[src/rtl/acc_seq_pkg.sv]
package acc_seq_pkg;
  localparam int OP_W   = 3;
  localparam int N_OPS  = 1 << OP_W;
  localparam int T_NUM  = 7;
  localparam int STEP_W = $clog2(T_NUM);

  typedef enum logic [OP_W-1:0] {
    OP_AND     = 3'd0,
    OP_ADD     = 3'd1,
    OP_LOAD    = 3'd2,
    OP_STORE   = 3'd3,
    OP_JUMP    = 3'd4,
    OP_CALL    = 3'd5,
    OP_INCSKIP = 3'd6,
    OP_OTHER   = 3'd7
  } op_e;
endpackage

[src/rtl/acc_seq_timer.sv]
module acc_seq_timer #(
  parameter int NT = 7,
  parameter int SW = $clog2(NT)
) (
  input  logic          clk_i,
  input  logic          rst_ni,
  input  logic          clr_i,
  output logic [SW-1:0] step_o,
  output logic [NT-1:0] t_o
);
  always_ff @(posedge clk_i or negedge rst_ni) begin
    if (!rst_ni)                               step_o <= '0;
    else if (clr_i || step_o == SW'(NT - 1))   step_o <= '0;
    else                                       step_o <= step_o + SW'(1);
  end

  for (genvar k = 0; k < NT; k++) begin : g_slot
    assign t_o[k] = (step_o == SW'(k));
  end
endmodule

[src/rtl/acc_seq_decode.sv]
module acc_seq_decode #(
  parameter int OW = 3,
  parameter int NL = 1 << OW
) (
  input  logic [OW-1:0] code_i,
  output logic [NL-1:0] line_o
);
  for (genvar k = 0; k < NL; k++) begin : g_line
    assign line_o[k] = (code_i == OW'(k));
  end
endmodule

[src/rtl/acc_seq_irq.sv]
module acc_seq_irq (
  input  logic clk_i,
  input  logic rst_ni,
  input  logic early_i,
  input  logic clr_i,
  input  logic ien_i,
  input  logic fgi_i,
  input  logic fgo_i,
  output logic r_o
);
  logic set_w;
  assign set_w = !early_i && ien_i && (fgi_i || fgo_i);

  always_ff @(posedge clk_i or negedge rst_ni) begin
    if (!rst_ni)     r_o <= 1'b0;
    else if (set_w)  r_o <= 1'b1;
    else if (clr_i)  r_o <= 1'b0;
  end
endmodule

[src/rtl/acc_seq_core.sv]
module acc_seq_core
  import acc_seq_pkg::*;
#(
  parameter int ADDR_W = 12,
  localparam int WORD_W = ADDR_W + OP_W + 1,
  localparam int SW     = STEP_W
) (
  input  logic              clk_i,
  input  logic              rst_ni,
  input  logic              ien_i,
  input  logic              fgi_i,
  input  logic              fgo_i,
  input  logic [WORD_W-1:0] mem_rdata_i,
  output logic [ADDR_W-1:0] mem_addr_o,
  output logic [WORD_W-1:0] mem_wdata_o,
  output logic              mem_we_o,
  output logic [ADDR_W-1:0] pc_o,
  output logic [ADDR_W-1:0] ar_o,
  output logic [WORD_W-1:0] ir_o,
  output logic [WORD_W-1:0] dr_o,
  output logic [WORD_W-1:0] ac_o,
  output logic              ind_o,
  output logic              irq_cyc_o,
  output logic [SW-1:0]     step_o
);
  logic [ADDR_W-1:0] pc_q, ar_q;
  logic [WORD_W-1:0] ir_q, dr_q, ac_q;
  logic              ind_q, r_q, done_w;
  logic [T_NUM-1:0]  t_w;
  logic [N_OPS-1:0]  d_w;

  acc_seq_timer #(.NT(T_NUM), .SW(SW)) u_timer (
    .clk_i(clk_i), .rst_ni(rst_ni), .clr_i(done_w), .step_o(step_o), .t_o(t_w)
  );

  acc_seq_decode #(.OW(OP_W), .NL(N_OPS)) u_dec (
    .code_i(ir_q[WORD_W-2 -: OP_W]), .line_o(d_w)
  );

  acc_seq_irq u_irq (
    .clk_i(clk_i), .rst_ni(rst_ni),
    .early_i(t_w[0] | t_w[1] | t_w[2]),
    .clr_i(r_q & t_w[2]),
    .ien_i(ien_i), .fgi_i(fgi_i), .fgo_i(fgo_i), .r_o(r_q)
  );

  // slot qualifiers
  logic fe0, fe1, fe2, ir0, ir1, ir2, ind3, rd4;
  logic and5, add5, lda5, sta4, bun4, bsa4, bsa5, isz5, isz6, oth4;
  always_comb begin
    fe0  = !r_q & t_w[0];
    fe1  = !r_q & t_w[1];
    fe2  = !r_q & t_w[2];
    ir0  =  r_q & t_w[0];
    ir1  =  r_q & t_w[1];
    ir2  =  r_q & t_w[2];
    ind3 = !d_w[OP_OTHER] & ind_q & t_w[3];
    rd4  = (d_w[OP_AND] | d_w[OP_ADD] | d_w[OP_LOAD] | d_w[OP_INCSKIP]) & t_w[4];
    and5 = d_w[OP_AND]     & t_w[5];
    add5 = d_w[OP_ADD]     & t_w[5];
    lda5 = d_w[OP_LOAD]    & t_w[5];
    sta4 = d_w[OP_STORE]   & t_w[4];
    bun4 = d_w[OP_JUMP]    & t_w[4];
    bsa4 = d_w[OP_CALL]    & t_w[4];
    bsa5 = d_w[OP_CALL]    & t_w[5];
    isz5 = d_w[OP_INCSKIP] & t_w[5];
    isz6 = d_w[OP_INCSKIP] & t_w[6];
    oth4 = d_w[OP_OTHER]   & t_w[4];
    done_w = ir2 | and5 | add5 | lda5 | sta4 | bun4 | bsa5 | isz6 | oth4;
  end

  always_ff @(posedge clk_i or negedge rst_ni) begin
    if (!rst_ni) begin
      pc_q  <= '0;
      ar_q  <= '0;
      ir_q  <= '0;
      dr_q  <= '0;
      ac_q  <= '0;
      ind_q <= 1'b0;
    end else begin
      if (fe0)       ar_q <= pc_q;
      else if (fe2)  ar_q <= ir_q[ADDR_W-1:0];
      else if (ind3) ar_q <= mem_rdata_i[ADDR_W-1:0];
      else if (ir0)  ar_q <= '0;
      else if (bsa4) ar_q <= ar_q + ADDR_W'(1);

      if (fe1 | ir2)                      pc_q <= pc_q + ADDR_W'(1);
      else if (ir1)                       pc_q <= '0;
      else if (bun4 | bsa5)               pc_q <= ar_q;
      else if (isz6 && dr_q == '0)        pc_q <= pc_q + ADDR_W'(1);

      if (fe1) ir_q  <= mem_rdata_i;
      if (fe2) ind_q <= ir_q[WORD_W-1];

      if (rd4)       dr_q <= mem_rdata_i;
      else if (isz5) dr_q <= dr_q + WORD_W'(1);

      if (and5)      ac_q <= ac_q & dr_q;
      else if (add5) ac_q <= ac_q + dr_q;
      else if (lda5) ac_q <= dr_q;
    end
  end

  always_comb begin
    mem_we_o = ir1 | sta4 | bsa4 | isz6;
    if (ir1 | bsa4)  mem_wdata_o = {{(WORD_W-ADDR_W){1'b0}}, pc_q};
    else if (sta4)   mem_wdata_o = ac_q;
    else             mem_wdata_o = dr_q;
  end

  assign mem_addr_o = ar_q;
  assign pc_o       = pc_q;
  assign ar_o       = ar_q;
  assign ir_o       = ir_q;
  assign dr_o       = dr_q;
  assign ac_o       = ac_q;
  assign ind_o      = ind_q;
  assign irq_cyc_o  = r_q;
endmodule

[config.mk]
export PLATFORM = sky130hd
export DESIGN_NAME = acc_seq_core
export DESIGN_NICKNAME = d
export VERILOG_FILES = /design/src/rtl/acc_seq_pkg.sv /design/src/rtl/acc_seq_timer.sv /design/src/rtl/acc_seq_decode.sv /design/src/rtl/acc_seq_irq.sv /design/src/rtl/acc_seq_core.sv
export SDC_FILE = /design/constraint.sdc
export NUM_CORES = 1
export LEC_CHECK = 0
export BUFFER_PORTS_ARGS = -buffer_cell sky130_fd_sc_hd__buf_2
export CORE_MARGIN = 1.5
export CORE_UTILIZATION = 45
export CTS_CLUSTER_SIZE = 12
export DETAILED_ROUTE_END_ITERATION = 12
export HOLD_SLACK_MARGIN = 0.15
export MAX_ROUTING_LAYER = met4
export PLACE_DENSITY = 0.69
export SLEW_MARGIN = 25
export SYNTH_ARGS = -nofsm -noshare
export SYNTH_HDL_FRONTEND = slang
export SYNTH_SLANG_ARGS = --single-unit
[constraint.sdc]
create_clock -name clk_i -period 2.99 [get_ports clk_i]
set_clock_uncertainty 0.2 [all_clocks]
set_input_delay 0.1495 -clock clk_i [delete_from_list [all_inputs] [get_ports clk_i]]
set_output_delay 0.1495 -clock clk_i [all_outputs]
set_load 0.05 [all_outputs]
==> flow_summary.json <==
{
  "setup_violations": 0,
  "grt.total_usage": 0.291,
  "fmax_mhz": 347,
  "min_period_ps": 2880,
  "cpMaxStageDelayCell": "dfrtp_1",
  "ys.flop_type": "dfrtp_1",
  "antenna_cells": 0,
  "drc": 0,
  "crit_family": "buffers and inverters",
  "final.setup.tns_ps": 0,
  "critPathBufInv": 3,
  "hold_path.class": "primary input to asynchronous set/reset pin",
  "cap_violations": 0,
  "drt_iter0_markers": 637,
  "holdWs_ps": 213,
  "crit_chain": "inv_1, ha_1, nand2_1, nor3_2, buf_6, mux2i_1, o21ai_1, buf_2",
  "slew-limit-headroom": 0.472,
  "numCtsBuffers": 9,
  "finalWorstSetupSlack_ps": 105,
  "synth_seq_cells": 77,
  "io_buffer_count": 126,
  "synthTopCellsByCount": "77 x dfrtp_1, 72 x nand2_1, 72 x o21ai_0",
  "max_stage_delay_ps": 430,
  "die-area_um2": 13400,
  "cts.sinks": 77,
  "syn2layout_area_growth_pct": 21.6,
  "critPathKind": "flip-flop to primary output",
  "yosys.area.top_type": "dfrtp_1",
  "drt_pre_antenna_iters": 5,
  "min_period_over_period": 0.965,
  "vias_per_cell": 5.95,
  "postCtsSetupBuffers": 0,
  "nNetsFinal": 861,
  "clock_path_buffers": 2,
  "rsz0062_at_grt": "no",
  "dpl_worst_slack_ps": 250,
  "synth_nets": 735,
  "overflow": 0,
  "cts_tree": "built",
  "ys_seq_area_frac": 0.337,
  "placed_area_um2": 6440,
  "syn_inst": 688,
  "critPathArrivalTime_ps": 2540,
  "synth_cell_type_count": 61,
  "hold_viol": 0,
  "htreeDepth": 3,
  "start_util": 0.468,
  "yosys_warnings": 0,
  "dr_total_vias": 5870,
  "fin_area_um2": 6950,
  "num_rows": 40,
  "cp.required_ps": 2640,
  "synth_top_area_share": 0.337,
  "grt_antenna_before_repair": 0,
  "async_reset_ff_frac": 1.00,
  "hpwl_um": 13400,
  "yosys-top-cells-area": "dfrtp_1 34%, o21ai_0 6.3%, ha_1 5.5%",
  "wirelength_um": 18800,
  "synth-edff-count": 0,
  "antenna_left": 0,
  "path_max_fanout": 19,
  "slew_violations": 0,
  "end_kind": "primary output",
  "num-fill-cells": 1168,
  "avgSynthCellArea_um2": 8.30,
  "coreArea_um2": 12200,
  "place_congestion": 0.970,
  "wire_per_inst_um": 19.0,
  "synth_area_um2": 5710,
  "grt_pass1_vias": 5309,
  "clk_latency_ps": 350,
  "outcome": "finished clean",
  "drive_gt1_frac": 0.253,
  "clockRootBuffer": "clkbuf_16",
  "clk_pin_slew_ps": 60,
  "yosysMostFrequentCell": "dfrtp_1",
  "die_h_um": 116,
  "grt_max_degree": 78,
  "grt_pass1_wl_um": 28900,
  "critPathLaunchType": "flip-flop",
  "tightest_slew_ps": 792,
  "die_w_um": 116,
  "io_pins": 127
}
## placed cells by master (no fill, tap or decap), types with 5 or more instances in the layout
master         Yosys  layout
buf_4             13      21
clkbuf_16          0       9
nor2_1            69      69
a21oi_1           61      60
and3_1            11      11
a211oi_1           7       7
nand4_1            8       8
mux2i_1           20      20
buf_2             11     125
nor3b_1            8       8
nor2b_1           16      16
ha_1              25      25
nor4_1             5       5
nand2_1           72      72
a221oi_1           8       8
dlygate4sd3_1      0      19
inv_1             13      13
xor2_1            17      17
o21ai_1            0      12
mux2_2            18      18
dfrtp_1           77      76
nor3_1            32      31
xnor2_1           18      18
o21ai_0           72      60
and2_1             5       5
a21o_1             5       5
nand3_1           13      13
## worst paths after layout
kind	start	end	slack, ps	cells after the start
max in group asynchronous	rst_ni	dr_o[0]	1840	2
min in group clk_i	u_timer.step_o[0]	u_timer.step_o[0]	330	1
hold reg to reg	u_timer.step_o[0]	u_timer.step_o[0]	330	1
setup reg to reg	dr_o[0]	ac_o[14]	210	10
setup / recovery	u_timer.step_o[0]	mem_wdata_o[10]	110	8
hold / removal	rst_ni	pc_o[3]	210	2
## worst register-to-register path: stages (launching register included)
cell      delay (ps)
dfrtp_2          450
ha_1             250
inv_1             90
fa_1             220
nor2b_1           80
o31ai_2          340
a21oi_2          120
a221o_1          350
a221oi_2         280
xor2_1           190
o21ai_0           90
## metrics by stage
step	instances	util
final	987	0.569
after global routing	987	0.569
after CTS	987	0.568
after detailed placement	952	0.528
after global placement	952	0.528
after floorplan	688	-
## registers in the layout (all words and copies together), names as in the netlist
register	count
ir_o	16
ar_o	12
u_timer.step_o	3
ac_o	16
u_irq.r_o	1
ind_o	1
dr_o	16
pc_o	12
## routing by layer
metal,part of all wire,track usage,vias to the layer above
li1,-,-,2726
met1,0.44,0.415,2819
met2,0.45,0.425,285
met3,0.083,0.0424,40
met4,0.020,0.0984,0
met5,0,-,-
## area by class of cell
cell class	count	area, um^2	share of cell area
well taps	168	210	0.0303
flip-flops and latches	77	1930	0.278
multi-input cells	546	3460	0.499
clock inverters	6	61.3	0.00883
clock buffers	10	239	0.0344
inverters	13	48.8	0.00702
repair buffers	167	996	0.143
## what timing repair did
action,4_1_cts,5_1_grt
gates resized for setup,0,3
hold endpoints to repair,112,0
setup endpoints to repair,0,5
hold buffers,19,0
## cells by family after synthesis
group,after synthesis,share of synthesized area
AO/OA/AOI/OAI,189,0.200
XOR/XNOR,35,0.0537
adder cells (fa/ha/maj),26,0.0583
buffers and inverters,65,0.0589
flip-flops,77,0.337
multiplexers,39,0.0732
AND/OR/NAND/NOR,257,0.219
Power is left out: the tool's default activity adds up to more than one toggle a clock period on the data nets, which glitch-free logic cannot reach.
